===== config.mk =====
export PLATFORM = sky130hd
export DESIGN_NAME = spi_host_req_parser
export DESIGN_NICKNAME = d
export VERILOG_FILES = /design/src/rtl/spi_req_pkg.sv /design/src/rtl/spi_req_buf.sv /design/src/rtl/spi_req_timer.sv /design/src/rtl/spi_req_fsm.sv /design/src/rtl/spi_host_req_parser.sv
export SDC_FILE = /design/constraint.sdc
export NUM_CORES = 1
export LEC_CHECK = 0
export BUFFER_PORTS_ARGS = -buffer_cell sky130_fd_sc_hd__buf_2
export CAP_MARGIN = 20
export CORE_AREA = 4 4 394 202
export CTS_BUF_LIST = sky130_fd_sc_hd__clkbuf_16
export DETAILED_ROUTE_END_ITERATION = 10
export DIE_AREA = 0 0 398 206
export SLEW_MARGIN = 40
export SYNTH_ARGS = -nofsm -noshare
export SYNTH_HDL_FRONTEND = slang
export SYNTH_HIERARCHICAL = 1
export SYNTH_SLANG_ARGS = --single-unit

===== constraint.sdc =====
create_clock -name clk -period 8.3 [get_ports clk]
set_input_delay 1.66 -clock clk [delete_from_list [all_inputs] [get_ports clk]]
set_output_delay 1.66 -clock clk [all_outputs]
set_load 0.02 [all_outputs]

===== src/rtl/spi_req_pkg.sv =====
package spi_req_pkg;
  typedef enum logic [1:0] {
    ST_IDLE  = 2'd0,
    ST_HDR   = 2'd1,
    ST_PARAM = 2'd2,
    ST_DONE  = 2'd3
  } req_state_e;

  localparam int CNT_W = 9;  // enough for 3 + 255 bytes
endpackage


===== src/rtl/spi_req_buf.sv =====
module spi_req_buf #(
  parameter int DEPTH = 70,
  localparam int AW = $clog2(DEPTH)
) (
  input  logic          clk,
  input  logic          we,
  input  logic [AW-1:0] waddr,
  input  logic [7:0]    wdata,
  input  logic [AW-1:0] raddr,
  output logic [7:0]    rdata
);
  logic [7:0] mem [DEPTH];

  always_ff @(posedge clk) begin
    if (we) mem[waddr] <= wdata;
    rdata <= mem[raddr];
  end
endmodule


===== src/rtl/spi_req_timer.sv =====
module spi_req_timer #(
  parameter int T_CYC = 8192,
  localparam int TW = $clog2(T_CYC + 1)
) (
  input  logic clk,
  input  logic rst,
  input  logic clear,
  input  logic run,
  output logic expired
);
  logic [TW-1:0] cnt;
  localparam logic [TW-1:0] LAST = TW'(T_CYC - 1);

  assign expired = run && (cnt == LAST);

  always_ff @(posedge clk) begin
    if (rst || clear) cnt <= '0;
    else if (run && !expired) cnt <= cnt + 1'b1;
  end
endmodule


===== src/rtl/spi_req_fsm.sv =====
module spi_req_fsm
  import spi_req_pkg::*;
#(
  parameter int DEPTH    = 70,
  parameter int VER_BASE = 8'hDC,
  localparam int AW = $clog2(DEPTH)
) (
  input  logic          clk,
  input  logic          rst,
  input  logic          cs_n,
  input  logic          rx_valid,
  input  logic [7:0]    rx_data,
  input  logic          tmo,
  output logic          tmr_clear,
  output logic          tmr_run,
  output logic          wr_en,
  output logic [AW-1:0] wr_addr,
  output logic          cmd_valid,
  output logic [7:0]    cmd_version,
  output logic [7:0]    cmd_code,
  output logic [7:0]    cmd_param_len,
  output logic          abort
);
  localparam logic [7:0]       VB      = 8'(VER_BASE);
  localparam logic [CNT_W-1:0] DEPTH_C = CNT_W'(DEPTH);

  req_state_e       st;
  logic             cs_q;
  logic [CNT_W-1:0] cnt, need;
  logic [7:0]       b0, b1;
  logic             waiting, take, versioned;
  logic [CNT_W-1:0] cnt_inc;

  assign waiting   = (st == ST_HDR) || (st == ST_PARAM);
  assign take      = waiting && !cs_n && rx_valid;
  assign cnt_inc   = cnt + 1'b1;
  assign versioned = (b0 >= VB);
  assign tmr_clear = (st == ST_IDLE);
  assign tmr_run   = waiting;
  assign wr_en     = take && (cnt < DEPTH_C);
  assign wr_addr   = cnt[AW-1:0];

  always_ff @(posedge clk) begin
    if (rst) begin
      st            <= ST_IDLE;
      cs_q          <= 1'b1;
      cnt           <= '0;
      need          <= '0;
      b0            <= '0;
      b1            <= '0;
      cmd_valid     <= 1'b0;
      abort         <= 1'b0;
      cmd_version   <= '0;
      cmd_code      <= '0;
      cmd_param_len <= '0;
    end else begin
      cs_q      <= cs_n;
      cmd_valid <= 1'b0;
      abort     <= 1'b0;
      unique case (st)
        ST_IDLE: if (cs_q && !cs_n) begin
          st  <= ST_HDR;
          cnt <= '0;
        end
        ST_HDR, ST_PARAM: begin
          if (cs_n) begin
            abort <= 1'b1;
            st    <= ST_IDLE;
          end else if (rx_valid) begin
            cnt <= cnt_inc;
            if (st == ST_HDR) begin
              if (cnt == 0) b0 <= rx_data;
              if (cnt == 1) b1 <= rx_data;
              if (cnt == 2) begin
                if (versioned) begin
                  cmd_version   <= b0 - VB;
                  cmd_code      <= b1;
                  cmd_param_len <= rx_data;
                  need          <= CNT_W'(3) + CNT_W'(rx_data);
                end else begin
                  cmd_version   <= '0;
                  cmd_code      <= b0;
                  cmd_param_len <= '0;
                  need          <= CNT_W'(3);
                end
                if (!versioned || rx_data == 8'd0) begin
                  cmd_valid <= 1'b1;
                  st        <= ST_DONE;
                end else begin
                  st <= ST_PARAM;
                end
              end
            end else if (cnt_inc == need) begin
              cmd_valid <= 1'b1;
              st        <= ST_DONE;
            end
          end else if (tmo) begin
            abort <= 1'b1;
            st    <= ST_DONE;
          end
        end
        ST_DONE: if (cs_n) st <= ST_IDLE;
        default: st <= ST_IDLE;
      endcase
    end
  end
endmodule


===== src/rtl/spi_host_req_parser.sv =====
module spi_host_req_parser #(
  parameter int DEPTH       = 70,
  parameter int VER_BASE    = 8'hDC,
  parameter int CLK_FREQ_HZ = 100_000_000,
  parameter int TIMEOUT_US  = 8192,
  localparam int AW = $clog2(DEPTH)
) (
  input  logic          clk,
  input  logic          rst,
  input  logic          cs_n,
  input  logic          rx_valid,
  input  logic [7:0]    rx_data,
  input  logic [AW-1:0] rd_addr,
  output logic [7:0]    rd_data,
  output logic          cmd_valid,
  output logic [7:0]    cmd_version,
  output logic [7:0]    cmd_code,
  output logic [7:0]    cmd_param_len,
  output logic          abort
);
  localparam int TIMEOUT_CYC = (CLK_FREQ_HZ / 1_000_000) * TIMEOUT_US;

  logic          tmo, tmr_clear, tmr_run, wr_en;
  logic [AW-1:0] wr_addr;

  spi_req_fsm #(.DEPTH(DEPTH), .VER_BASE(VER_BASE)) u_fsm (
    .clk(clk), .rst(rst), .cs_n(cs_n), .rx_valid(rx_valid), .rx_data(rx_data),
    .tmo(tmo), .tmr_clear(tmr_clear), .tmr_run(tmr_run),
    .wr_en(wr_en), .wr_addr(wr_addr),
    .cmd_valid(cmd_valid), .cmd_version(cmd_version), .cmd_code(cmd_code),
    .cmd_param_len(cmd_param_len), .abort(abort)
  );

  spi_req_timer #(.T_CYC(TIMEOUT_CYC)) u_tmr (
    .clk(clk), .rst(rst), .clear(tmr_clear), .run(tmr_run), .expired(tmo)
  );

  spi_req_buf #(.DEPTH(DEPTH)) u_buf (
    .clk(clk), .we(wr_en), .waddr(wr_addr), .wdata(rx_data),
    .raddr(rd_addr), .rdata(rd_data)
  );
endmodule


# ---- Yosys cells after proc, flatten, opt, wreduce, memory -nomap -nowiden
# Memory sizes are Yosys's and may differ from the RTL's. A register that Yosys moved wholly into a read port is not among the register bits.
# Index checks and enable logic that the tools add are counted.
dict set report totals {
  out_inout_bits 34
  ramBits 560
  memories 1
  regBits 83
  wordCells 87
}
# name words width rd rd_ports_with_merged_regs write_ports line
set mem_list {}
lappend mem_list {u_buf.mem 70 8 1 1 1 spi_req_buf.sv:12} ;# logic [7:0] mem [DEPTH];
dict set report op_classes {
  eq_ne 14
  reduce_logical 24
  n_bitwise 3
  add_sub_neg 4
  magnitude_cmp 2
  n_mux 27
}
# operator n
set op_table {}
lappend op_table {{$mux W9} 4}
lappend op_table {{$mux W8} 3}
lappend op_table {{$add A20 B1 Y20 const B} 1}
lappend op_table {{$eq A20 B20 Y1 const B} 1}
lappend op_table {{$reduce_and A5 Y1} 4}
lappend op_table {{$pmux W9 S2} 1}
lappend op_table {{$mux W2} 8}
lappend op_table {{$mux W1} 10}
lappend op_table {{$add A2 B8 Y9 const A} 1}
lappend op_table {{$add A9 B1 Y9 const B} 1}
lappend op_table {{$eq A9 B1 Y1 const B} 1}
lappend op_table {{$eq A9 B2 Y1 const B} 1}
lappend op_table {{$eq A9 B9 Y1} 1}
lappend op_table {{$logic_not A9 Y1} 1}
lappend op_table {{$lt A9 B7 Y1 const B} 1}
lappend op_table {{$ge A8 B8 Y1 const B} 1}
lappend op_table {{$logic_not A8 Y1} 1}
lappend op_table {{$ne A2 B2 Y1 const B} 4}
lappend op_table {{$sub A8 B8 Y8 const B} 1}
lappend op_table {{$logic_and A1 B1 Y1} 6}
lappend op_table {{$pmux W2 S3} 1}
lappend op_table {{$ne A5 B3 Y1 const B} 1}
lappend op_table {{$ne A5 B5 Y1 const B} 1}
lappend op_table {{$eq A2 B2 Y1 const B} 2}
lappend op_table {{10 further kinds} 17}

# ---- Logic depth before layout (Yosys ltp)
# Gate-level depths: netlist of run 1.
dict set report depth {
  depth_word 9
  ltp_mapped 11
  ltp_nobuf 11
}

# ---- Hierarchy
# Netlist of run 1, hierarchy kept.
# mod area_per_inst_um2 cells_each instances
set modules_own_cells {}
lappend modules_own_cells {spi_req_buf 22042.4 1039 1}
lappend modules_own_cells {spi_req_fsm 3213.1 395 1}
lappend modules_own_cells {spi_req_timer 1089.8 133 1}

# ---- Worst setup path after synthesis of run 1
# Ideal clock, no wire load.
dict set report synth_timing {
  path_kind {input port to flip-flop}
  from {input cs_n}
  to {memory u_buf.mem[29][0], enable pin}
  n_path_buf 1
  cell_stages 5
  arrival_time_ns 3.611
  required_time_ns 7.917
  setup_slack_ns 4.306
  cell_sequence {nand3b_1 > a2111oi_0 > clkbuf_1 > nand4_1 > nor3_1}
}
dict set report synth_via {
  elab_chain_len 6
}
# item line
set synth_lines {}
lappend synth_lines {{start: declaration} spi_host_req_parser.sv:10} ;# input logic cs_n,
lappend synth_lines {{$logic_not A1 Y1} spi_req_fsm.sv:35} ;# assign take = waiting && !cs_n && rx_valid;
lappend synth_lines {{$logic_and A1 B1 Y1 (2 in series)} spi_req_fsm.sv:35}
lappend synth_lines {{$logic_and A1 B1 Y1} spi_req_fsm.sv:40} ;# assign wr_en = take && (cnt < DEPTH_C);
lappend synth_lines {{named net wr_en} spi_host_req_parser.sv:23} ;# logic tmo, tmr_clear, tmr_run, wr_en;
lappend synth_lines {{$mux W1} spi_req_buf.sv:15} ;# if (we) mem[waddr] <= wdata;
lappend synth_lines {{$mux W1 (not written as such)} spi_req_buf.sv:15}
lappend synth_lines {{end: declaration} spi_req_buf.sv:12}
# The timed path passes the listed nets, and every way through them passes these cells.

# ---- Worst setup path after layout of run 1
dict set report layout_timing {
  from {input cs_n}
  to {memory u_buf.mem[41][5], enable pin}
}
# Same word-level chain as after synthesis.

==> results of run 1 <==
-- layer usage --
layer / track usage (%) / wire length (µm) / vias up
li1: - / - / 6273
met1: 26.02 / 32580 / 7810
met2: 21.35 / 26660 / 716
met3: 5.489 / 7286 / 74
met4: 2.658 / 957 / 2
met5: 0.3571 / 39 / -
-- flip-flops by register name, indices dropped and copies added (netlist names), 2 cells and up --
register	cells
u_fsm/st	2
u_fsm/need	9
u_fsm/cmd_code	8
u_fsm/cnt	9
u_fsm/cmd_param_len	8
u_fsm/b0	8
u_buf/mem	560
u_fsm/b1	8
u_buf/rdata	8
u_tmr/cnt	20
u_fsm/cmd_version	8
-- synthesized netlist by cell type, types with 8 or more instances --
master	n
a221o_1	8
xnor2_1	10
o21ai_0	18
nand3_1	50
buf_2	31
edfxtp_1	560
o22ai_1	8
mux2i_1	76
nand4_1	8
ha_1	10
mux4_2	129
inv_1	18
o21ai_1	8
buf_4	19
nor3_1	17
a221oi_1	8
a21oi_1	73
a22oi_1	8
or3_1	10
nor2_1	126
nand2_1	88
dfxtp_1	91
a211oi_1	9
a32oi_1	14
mux2_2	9
clkbuf_1	35
nand2b_1	10
-- through the flow --
stage                     hold WS (ns)  power, W  setup slack [ns]  utilization [%]  instances
after floorplan                 0.4360  0.003918             4.306                -       1567
after global placement          0.4391  0.004086             3.173            36.13       2578
after detailed placement        0.4429  0.004100             3.475            36.23       2579
after CTS                       0.4526  0.006815             4.130            38.68       2681
after global routing            0.4640  0.007006             3.985            38.80       2682
final                           0.4513  0.006759             4.108            38.80       2683
-- kinds of logic (layout without fill, tap and decap cells) --
logic type	after synthesis	count (layout)
flip-flops	651	651
AND/OR/NAND/NOR	371	371
multiplexers	215	215
AO/OA/AOI/OAI	188	188
buffers and inverters	115	194
XOR/XNOR	17	17
adder cells (fa/ha/maj)	10	10
other	0	1
-- worst reg2reg max path, cell delays in order, from the launching register on --
cell and delay (ns):
dfxtp_1 0.37, inv_1 0.08, ha_1 0.47, nand3b_1 0.32, a2111oi_4 0.76, nand3_1 0.66, nor2_1 0.84
-- cell type report --
class,count,share of cell area (%)
tap,1036,4.379
antenna,1,0.008453
clock buffer,55,4.649
clock inverter,47,1.657
multi-input combinational,801,24.48
inverter,19,0.2409
timing repair buffer,73,1.627
sequential,651,62.96
-- power breakdown --
group          leakage [nW]  switching, W  internal [W]  total, W
registers              5.77     0.0000166       0.00356   0.00358
clock network         0.941       0.00121       0.00152   0.00273
logic                  2.52      0.000299      0.000153  0.000451
-- path summary, 6_finish.rpt --
check / endpoint
worst max-delay path: u_buf/mem[41][5]$_DFFE_PP_
worst min-delay path: u_fsm/cmd_version[4]$_SDFFE_PP0P_
worst max register to register: u_buf/mem[41][5]$_DFFE_PP_
worst min register to register: u_fsm/cmd_version[4]$_SDFFE_PP0P_
==> metrics.yaml, run 1 <==
syn2layout_area_growth_pct: 12.37
synthMuxAreaShare_pct: 14.36
yosys_warnings: 6
dieArea_um2: 81990
vias: 14880
io_buffers: 52
p_leak_nw: 9.234
r2r-start: "u_fsm/st[0]$_SDFFE_PP0P_"
firstDrtPassIters: 6
final_cell_mix: "edfxtp_1 (560), mux4_2 (129), dfxtp_1 (90)"
rows: 72
min_from: "u_fsm/cmd_version[4]$_SDFFE_PP0P_"
p_per_area_nw_per_um2: 228.3
avgViaCountPerCell: 5.544
period_share_pct: 50.50
cts.sinks: 651
r2r_cells: 6
slowest_delay_ns: 0.84
cts_buffer_depth: 3
synth_top_area_share_pct: 63.83
min_period_ns: 4.192
slew_violations: 0
cts_max_level: 2
finalHoldViolCount: 0
final_layout_size_suffix_gt1_share_pct: 21.39
die_h_um: 206
ys_types: 72
crit_path_start: "cs_n"
async_reset_ff_share_pct: 0
cts_buffers: 55
ant_nets: 0
ys_ff_latch: 651
synth_edf_count: 560
grt_antenna_before_repair: 1
reg2reg_slack_ns: 4.43
finalNetCount: 1630
ctsHoldBuffers: 0
setup_viol: 0
crit_fanout: 11
placed_area_um2: 27650
hold_depth: 2
routedWlPerCell_um: 25.17
syn-cell-area_um2: 26350
hp-class: "reg2reg"
tightest_slew_ns: 0.8692
synth_xor_area_share_pct: 0.5652
multi_input_area_um2: 7247
cts_setup_buffers: 0
synthAdderAreaFrac_pct: 0.4749
dieWidth_um: 398
grt_max_degree: 77
clkLatencyLatePin_ns: 0.62
drc: 0
cp.arrival_ns: 4.41
startpoint_type: "primary input"
ys.flop_type: "edfxtp_1"
core_um2: 76300
avgSynthCellArea_um2: 16.81
wl_mm: 67.52
critPathCaptureType: "register"
critical_path_required_ns: 8.52
path_class: "in2reg"
synth_top_family_by_area: "multiplexers"
gp_congestion: 0.8413
finClkSkew_ns: 0.02805
path_buf_inv: 1
io_pins: 53
dp_hpwl_mm: 44.06
grt_pass1_vias: 14250
ctsResizeCount: 0
crit_chain: "buf_2 -> nand3b_1 -> a2111oi_4 -> nand3_1 -> nor2_1"
grt_overflow: 0
rsz0062_at_grt: "false"
path_delay_family: "simple AND/OR/NAND/NOR gates"
stdcell_area_um2: 29600
track_usage_pct: 16.32
n_fill_cell: 6898
drt_iter0_markers: 1684
setup-tns-final_ns: 0
start_util_pct: 34.53
clockRootBuffer: "clkbuf_16"
grt_pass1_wl_mm: 99.10
status: "finished clean"
crit_path_top_delay_cell: "nor2_1"
relSlewSlack_pct: 41.84
synth_simple_gate_area_share_pct: 6.967
yosys.area.top_type: "edfxtp_1"
timing.fmax_ghz: 0.2386
clk_pin_slew_ns: 0.07
syn_inst: 1567
vdd_drop_max_mv: 0.1861
cts_tree: "done"
maxCapViolCount: 0
layout_commonest_cell: "edfxtp_1"
ys_seq_area_share_pct: 70.74
synth-compound-area-share_pct: 4.664
seqCellArea_um2: 18640
cp.depth: 5
synthTopCellsByArea: "edfxtp_1 (64%), mux4_2 (11%), dfxtp_1 (6.9%), mux2i_1 (2.9%), nor2_1 (1.8%)"
synth_fp_nets: 1596
(Power assumes the default switching activity.)
==> run 2: changes to the inputs <==
==> constraint.sdc (replaced) <==
create_clock -name clk -period 4.37 [get_ports clk]
set_input_delay 0.874 -clock clk [delete_from_list [all_inputs] [get_ports clk]]
set_output_delay 0.874 -clock clk [all_outputs]
set_load 0.02 [all_outputs]
==> run 2 against run 1 <==
  * Combinational power up 90%
  * Non-clock buffer count up 75
  * Via count up 1.0%
  * Clock skew up 0.027 ns
  * Sequential power up 90%
  * Critical path type is now reg2reg
==> metrics.yaml, run 2 (synthesis results as in run 1) <==
timing.fmax_ghz: 0.2859
crit_fanout: 11  # unchanged
syn2layout_area_growth_pct: 14.17  # was 12.37%
status: "finished clean"  # unchanged
period_share_pct: 80.04
p_leak_nw: 9.637  # was 9.234 nW
top_register: "u_buf/mem"  # unchanged
crit_chain: "inv_1 -> ha_1 -> nand3b_1 -> a2111oi_2 -> buf_4 -> nor2b_1 -> nand2_1 -> nor2_1"  # was buf_2 -> nand3b_1 -> a2111oi_4 -> nand3_1 -> nor2_1
ctsHoldBuffers: 0  # unchanged
dieWidth_um: 398  # unchanged
final_util_pct: 39.42  # was 38.80%
final_layout_size_suffix_gt1_share_pct: 23.17  # was 21.39%
slowest_delay_ns: 0.64  # was 0.84 ns
finalHoldViolCount: 0  # unchanged
rsz0062_at_grt: "false"  # unchanged
cts_max_level: 2  # unchanged
seqPwrFrac_pct: 53.4  # was 53.0%
gp_congestion: 0.8469  # was 0.8413
dp_hpwl_mm: 45.25  # was 44.06 mm
clk_pin_slew_ns: 0.07  # about the same
crit_path_top_delay_cell: "nor2_1"  # unchanged
cts_buffers: 57  # was 55
cp.arrival_ns: 3.77  # was 4.41 ns
drc: 0  # unchanged
ctsResizeCount: 0  # unchanged
cts_setup_buffers: 0  # unchanged
clockRootBuffer: "clkbuf_16"  # unchanged
p_int_w: 0.009740  # was 0.005238 W
grt_max_degree: 77  # unchanged
setup_viol: 0  # unchanged
p_per_area_nw_per_um2: 423.3  # was 228.3 nW/µm²
grt_pass1_vias: 14340  # was 14250
slew_violations: 0  # unchanged
routedWlPerCell_um: 24.70  # was 25.17 µm
path_delay_family: "simple AND/OR/NAND/NOR gates"  # unchanged
grt_overflow: 0  # unchanged
finalNetCount: 1707  # was 1630
maxCapViolCount: 0  # unchanged
combPwrFrac_pct: 6.7  # about the same
largestRegisters: "u_buf/mem x560, u_tmr/cnt x20"  # unchanged
ant_nets: 0  # unchanged
grt_antenna_before_repair: 4  # was 1
p_sw_w: 0.002993  # was 0.001521 W
clkLatencyLatePin_ns: 0.66  # was 0.62 ns
preCtsSetupSlack_ns: 0.7545  # was 3.475 ns
dieArea_um2: 81990  # unchanged
critPathCaptureType: "register"  # unchanged
cts.sinks: 651  # unchanged
path_class: "reg2reg"  # was in2reg
firstDrtPassIters: 5  # was 6
core_um2: 76300  # unchanged
relSlewSlack_pct: 41.70  # was 41.84%
grt_pass1_wl_mm: 99.55  # was 99.10 mm
startpoint_type: "register"  # was primary input
drt_iter0_markers: 1944  # was 1684
io_buffers: 52  # unchanged
timing.hold.ws_ns: 0.4510  # was 0.4513 ns
wl_mm: 68.27  # was 67.52 mm
final_cell_mix: "edfxtp_1 (560), mux4_2 (129), nor2_1 (125)"  # was edfxtp_1 (560), mux4_2 (129), dfxtp_1 (90)
vdd_drop_max_mv: 0.2719  # was 0.1861 mV
finClkSkew_ns: 0.05511  # was 0.02805 ns
vias: 15030  # was 14880
cts_tree: "done"  # unchanged
hp-class: "reg2reg"  # unchanged
min_period_ns: 3.498
netSwitchingFraction_pct: 23.50  # was 22.50%
largest_register_ffs: 560  # unchanged
cts_buffer_depth: 3  # unchanged
die_h_um: 206  # unchanged
critical_path_required_ns: 4.64  # was 8.52 ns
io_pins: 53  # unchanged
tightest_slew_ns: 0.8726  # was 0.8692 ns
setup_slack_ns: 0.8722  # was 4.108 ns
setup-tns-final_ns: 0  # unchanged
dpl.cell_count: 2653  # was 2579
path_buf_inv: 2  # was 1
clkPwrFrac_pct: 39.9  # was 40.4%
final_cells: 2764  # was 2683
rows: 72  # unchanged
start_util_pct: 34.53  # unchanged
layout_commonest_cell: "edfxtp_1"  # unchanged
track_usage_pct: 16.47  # was 16.32%
avgViaCountPerCell: 5.438  # was 5.544
run 2: layout make-up:
class / count / area (µm²)
clock inverters: 48 / 394.1
fillers: 6877 / 46230
diodes: 2 / 5.005
clock buffers: 59 / 1476
flip-flops and latches: 651 / 18640
multi-input cells: 801 / 7138
repair buffers: 148 / 1057
well taps: 1036 / 1296
inverters: 19 / 71.32
run 2: routing by layer:
layer | track usage, % | share of wire (%)
met1 | 27.14 | 50
met4 | 2.710 | 1.2
met5 | 0 | 0
met3 | 5.009 | 11
met2 | 20.90 | 38
run 2: worst paths after layout:
check	startpoint	endpoint	slack, ns	depth (start not counted)
max	u_fsm/st[1]$_SDFFE_PP0P_	u_buf/mem[68][0]$_DFFE_PP_	0.87	8
min	u_fsm/cmd_version[5]$_SDFFE_PP0P_	u_fsm/cmd_version[5]$_SDFFE_PP0P_	0.45	2
max reg2reg	u_fsm/st[1]$_SDFFE_PP0P_	u_buf/mem[68][0]$_DFFE_PP_	0.87	8
min reg2reg	u_fsm/cmd_version[5]$_SDFFE_PP0P_	u_fsm/cmd_version[5]$_SDFFE_PP0P_	0.45	2
run 2: worst register-to-register path, delay by kind of cell (launching register included):
family	cells	cell delay [ns]
buffers and inverters	2	0.32
adders and majority gates	1	0.47
DFF	1	0.39
and+or+nand+nor	4	1.48
AOI/OAI and AO/OA	1	0.50
run 2: stage by stage:
stage / area (µm²) / power, W
4_1_cts: 30030 / 0.01284
5_1_grt: 30080 / 0.01319
2_1_floorplan: 26350 / 0.007441
6_report: 30080 / 0.01273
3_3_place_gp: 28160 / 0.007772
3_5_place_dp: 28160 / 0.007788
run 2: power groups by stage:
stage / clock network [W] / registers (W) / logic (W)
3_3_place_gp: 0 / 0.00694 / 0.000835
3_5_place_dp: 0 / 0.00694 / 0.000851
2_1_floorplan: 0 / 0.00693 / 0.000506
6_report: 0.00507 / 0.00680 / 0.000859
4_1_cts: 0.00519 / 0.00680 / 0.000854
5_1_grt: 0.00547 / 0.00680 / 0.000924
==> run 3: changes to the inputs <==
==> constraint.sdc (replaced) <==
create_clock -name clk -period 3.5 [get_ports clk]
set_input_delay 0.7 -clock clk [delete_from_list [all_inputs] [get_ports clk]]
set_output_delay 0.7 -clock clk [all_outputs]
set_load 0.02 [all_outputs]
==> run 3 against run 2 <==
  * Combinational power is 32% higher
  * Clock power is 21% higher
  * Cell area is 0.68% higher
  * Sequential share of layout area is 0.42 points lower
  * Sequential power is 25% higher
  * Power is 24% higher
  * Register-to-register slack worse by 0.41 ns
  * Non-clock buffer count is 34 higher
  * Highest routed layer unchanged
  * Maximum frequency is 15% higher
  * Die area stayed put
  * Clock skew is 0.017 ns lower
==> metrics.yaml, run 3 (synthesis results as in run 1) <==
r2r_end: "u_buf/mem[56][7]$_DFFE_PP_"  # was u_buf/mem[68][0]$_DFFE_PP_
placed_area_um2: 28460  # was 28160 µm²
p_leak_nw: 9.810  # was 9.637 nW
drc: 0  # unchanged
gp_congestion: 0.8530  # was 0.8469
dieWidth_um: 398  # unchanged
grt_pass1_wl_mm: 101.0  # was 99.55 mm
largest_register_ffs: 560  # unchanged
ctsResizeCount: 0  # unchanged
setup-tns-final_ns: 0  # unchanged
hp-class: "in2reg"  # was reg2reg
dp_hpwl_mm: 46.16  # was 45.25 mm
vias: 15180  # was 15030
drt_iter0_markers: 1884  # was 1944
timing.hold.ws_ns: 0.3606  # was 0.4510 ns
track_usage_pct: 16.79  # was 16.47%
final_cells: 2795  # was 2764
rsz0062_at_grt: "false"  # unchanged
critical_path_required_ns: 3.83  # was 4.64 ns
start_util_pct: 34.53  # unchanged
period_share_pct: 86.88  # was 80.04%
io_buffers: 52  # unchanged
crit_path_end: "u_buf/mem[56][7]$_DFFE_PP_"  # was u_buf/mem[68][0]$_DFFE_PP_
timing.fmax_ghz: 0.3289  # was 0.2859 GHz
routedWlPerCell_um: 24.88  # was 24.70 µm
top_register: "u_buf/mem"  # unchanged
crit_path_start: "u_fsm/st[0]$_SDFFE_PP0P_"  # was u_fsm/st[1]$_SDFFE_PP0P_
finalHoldViolCount: 0  # unchanged
path_class: "reg2reg"  # unchanged
dieArea_um2: 81990  # unchanged
stdcell_area_um2: 30280  # was 30080 µm²
relSlewSlack_pct: 42.64  # was 41.70%
rows: 72  # unchanged
die_h_um: 206  # unchanged
cts_buffers: 56  # was 57
grt_max_degree: 77  # unchanged
io_pins: 53  # unchanged
layout_commonest_cell: "edfxtp_1"  # unchanged
core_um2: 76300  # unchanged
syn2layout_area_growth_pct: 14.95  # was 14.17%
grt_antenna_before_repair: 2  # was 4
crit_fanout: 10  # was 11
r2r-start: "u_fsm/st[0]$_SDFFE_PP0P_"  # was u_fsm/st[1]$_SDFFE_PP0P_
firstDrtPassIters: 7  # was 5
startpoint_type: "register"  # unchanged
largestRegisters: "u_buf/mem x560, u_tmr/cnt x20"  # unchanged
cts_setup_buffers: 0  # unchanged
reg2reg_slack_ns: 0.46  # was 0.87 ns
cp.arrival_ns: 3.37  # was 3.77 ns
cts_max_level: 2  # unchanged
min_period_ns: 3.041  # was 3.498 ns
grt_overflow: 0  # unchanged
final_layout_size_suffix_gt1_share_pct: 24.12  # was 23.17%
dpl.cell_count: 2687  # was 2653
tightest_slew_ns: 0.8592  # was 0.8726 ns
status: "finished clean"  # unchanged
clockRootBuffer: "clkbuf_16"  # unchanged
final_cell_mix: "edfxtp_1 (560), mux4_2 (129), nor2_1 (125)"  # unchanged
clkLatencyLatePin_ns: 0.65  # was 0.66 ns
wl_mm: 69.53  # was 68.27 mm
slew_violations: 0  # unchanged
avgViaCountPerCell: 5.431  # was 5.438
vdd_drop_max_mv: 0.3603  # was 0.2719 mV
finalNetCount: 1740  # was 1707
cts_buffer_depth: 3  # unchanged
finalPower_w: 0.01575  # was 0.01273 W
cts.sinks: 651  # unchanged
maxCapViolCount: 0  # unchanged
ant_nets: 0  # unchanged
clk_pin_slew_ns: 0.07  # about the same
r2r_cells: 8  # unchanged
finClkSkew_ns: 0.03849  # was 0.05511 ns
ctsHoldBuffers: 0  # unchanged
critPathCaptureType: "register"  # unchanged
grt_pass1_vias: 14460  # was 14340
cts_tree: "done"  # unchanged
p_per_area_nw_per_um2: 520.1  # was 423.3 nW/µm²
setup_viol: 0  # unchanged
[run 3: worst min-delay path by stage]
stage / startpoint / end / slack (ns) / depth (start not counted)
3_3_place_gp: u_fsm/cmd_version[5]$_SDFFE_PP0P_ / u_fsm/cmd_version[5]$_SDFFE_PP0P_ / 0.44 / 2
6_report: rx_data[0] / u_buf/mem[40][0]$_DFFE_PP_ / 0.36 / 1
4_1_cts: rx_data[0] / u_buf/mem[40][0]$_DFFE_PP_ / 0.34 / 1
3_5_place_dp: u_fsm/cmd_version[4]$_SDFFE_PP0P_ / u_fsm/cmd_version[4]$_SDFFE_PP0P_ / 0.45 / 2
2_1_floorplan: u_fsm/b1[0]$_SDFFE_PP0P_ / u_fsm/b1[0]$_SDFFE_PP0P_ / 0.44 / 2
5_1_grt: rx_data[0] / u_buf/mem[40][0]$_DFFE_PP_ / 0.34 / 1
[run 3: layer usage]
metal / global-route usage [%] / part of all wire (%) / vias up
li1: - / - / 6489
met1: 26.68 / 47 / 7878
met2: 21.37 / 39 / 725
met3: 6.277 / 12 / 87
met4: 3.260 / 1.7 / 0
met5: 0 / 0 / -
[run 3: area by class of cell]
class	instances	area, µm²
Tap cell	1036	1296
Multi-Input combinational cell	801	7129
Antenna cell	1	2.502
Timing Repair Buffer	182	1354
Inverter	19	71.32
Clock inverter	49	390.4
Fill cell	6882	46020
Clock buffer	56	1401
Sequential cell	651	18640
[run 3: power by group]
part           total, W  leakage, nW  internal, W  switching, W
Clock           0.00614        0.926      0.00324       0.00290
Combinational   0.00113         3.12     0.000410      0.000717
Sequential      0.00849         5.77      0.00845     0.0000368
Total            0.0158         9.81       0.0121       0.00365
[run 3: stage by stage]
stage	utilization, %	setup slack [ns]
floorplan	-	0.4083
global placement	37.30	0.1978
detailed placement	37.30	0.2498
CTS	39.65	0.4718
global route	39.69	0.2628
finish	39.69	0.4593
[run 3: critical path, stage by stage (launching register included)]
cell       delay (ns)
dfxtp_1          0.39
inv_1            0.08
ha_1             0.30
nand3b_1         0.24
a2111oi_2        0.52
buf_4            0.25
nand3b_1         0.48
nor2_1           0.27
buf_4            0.22
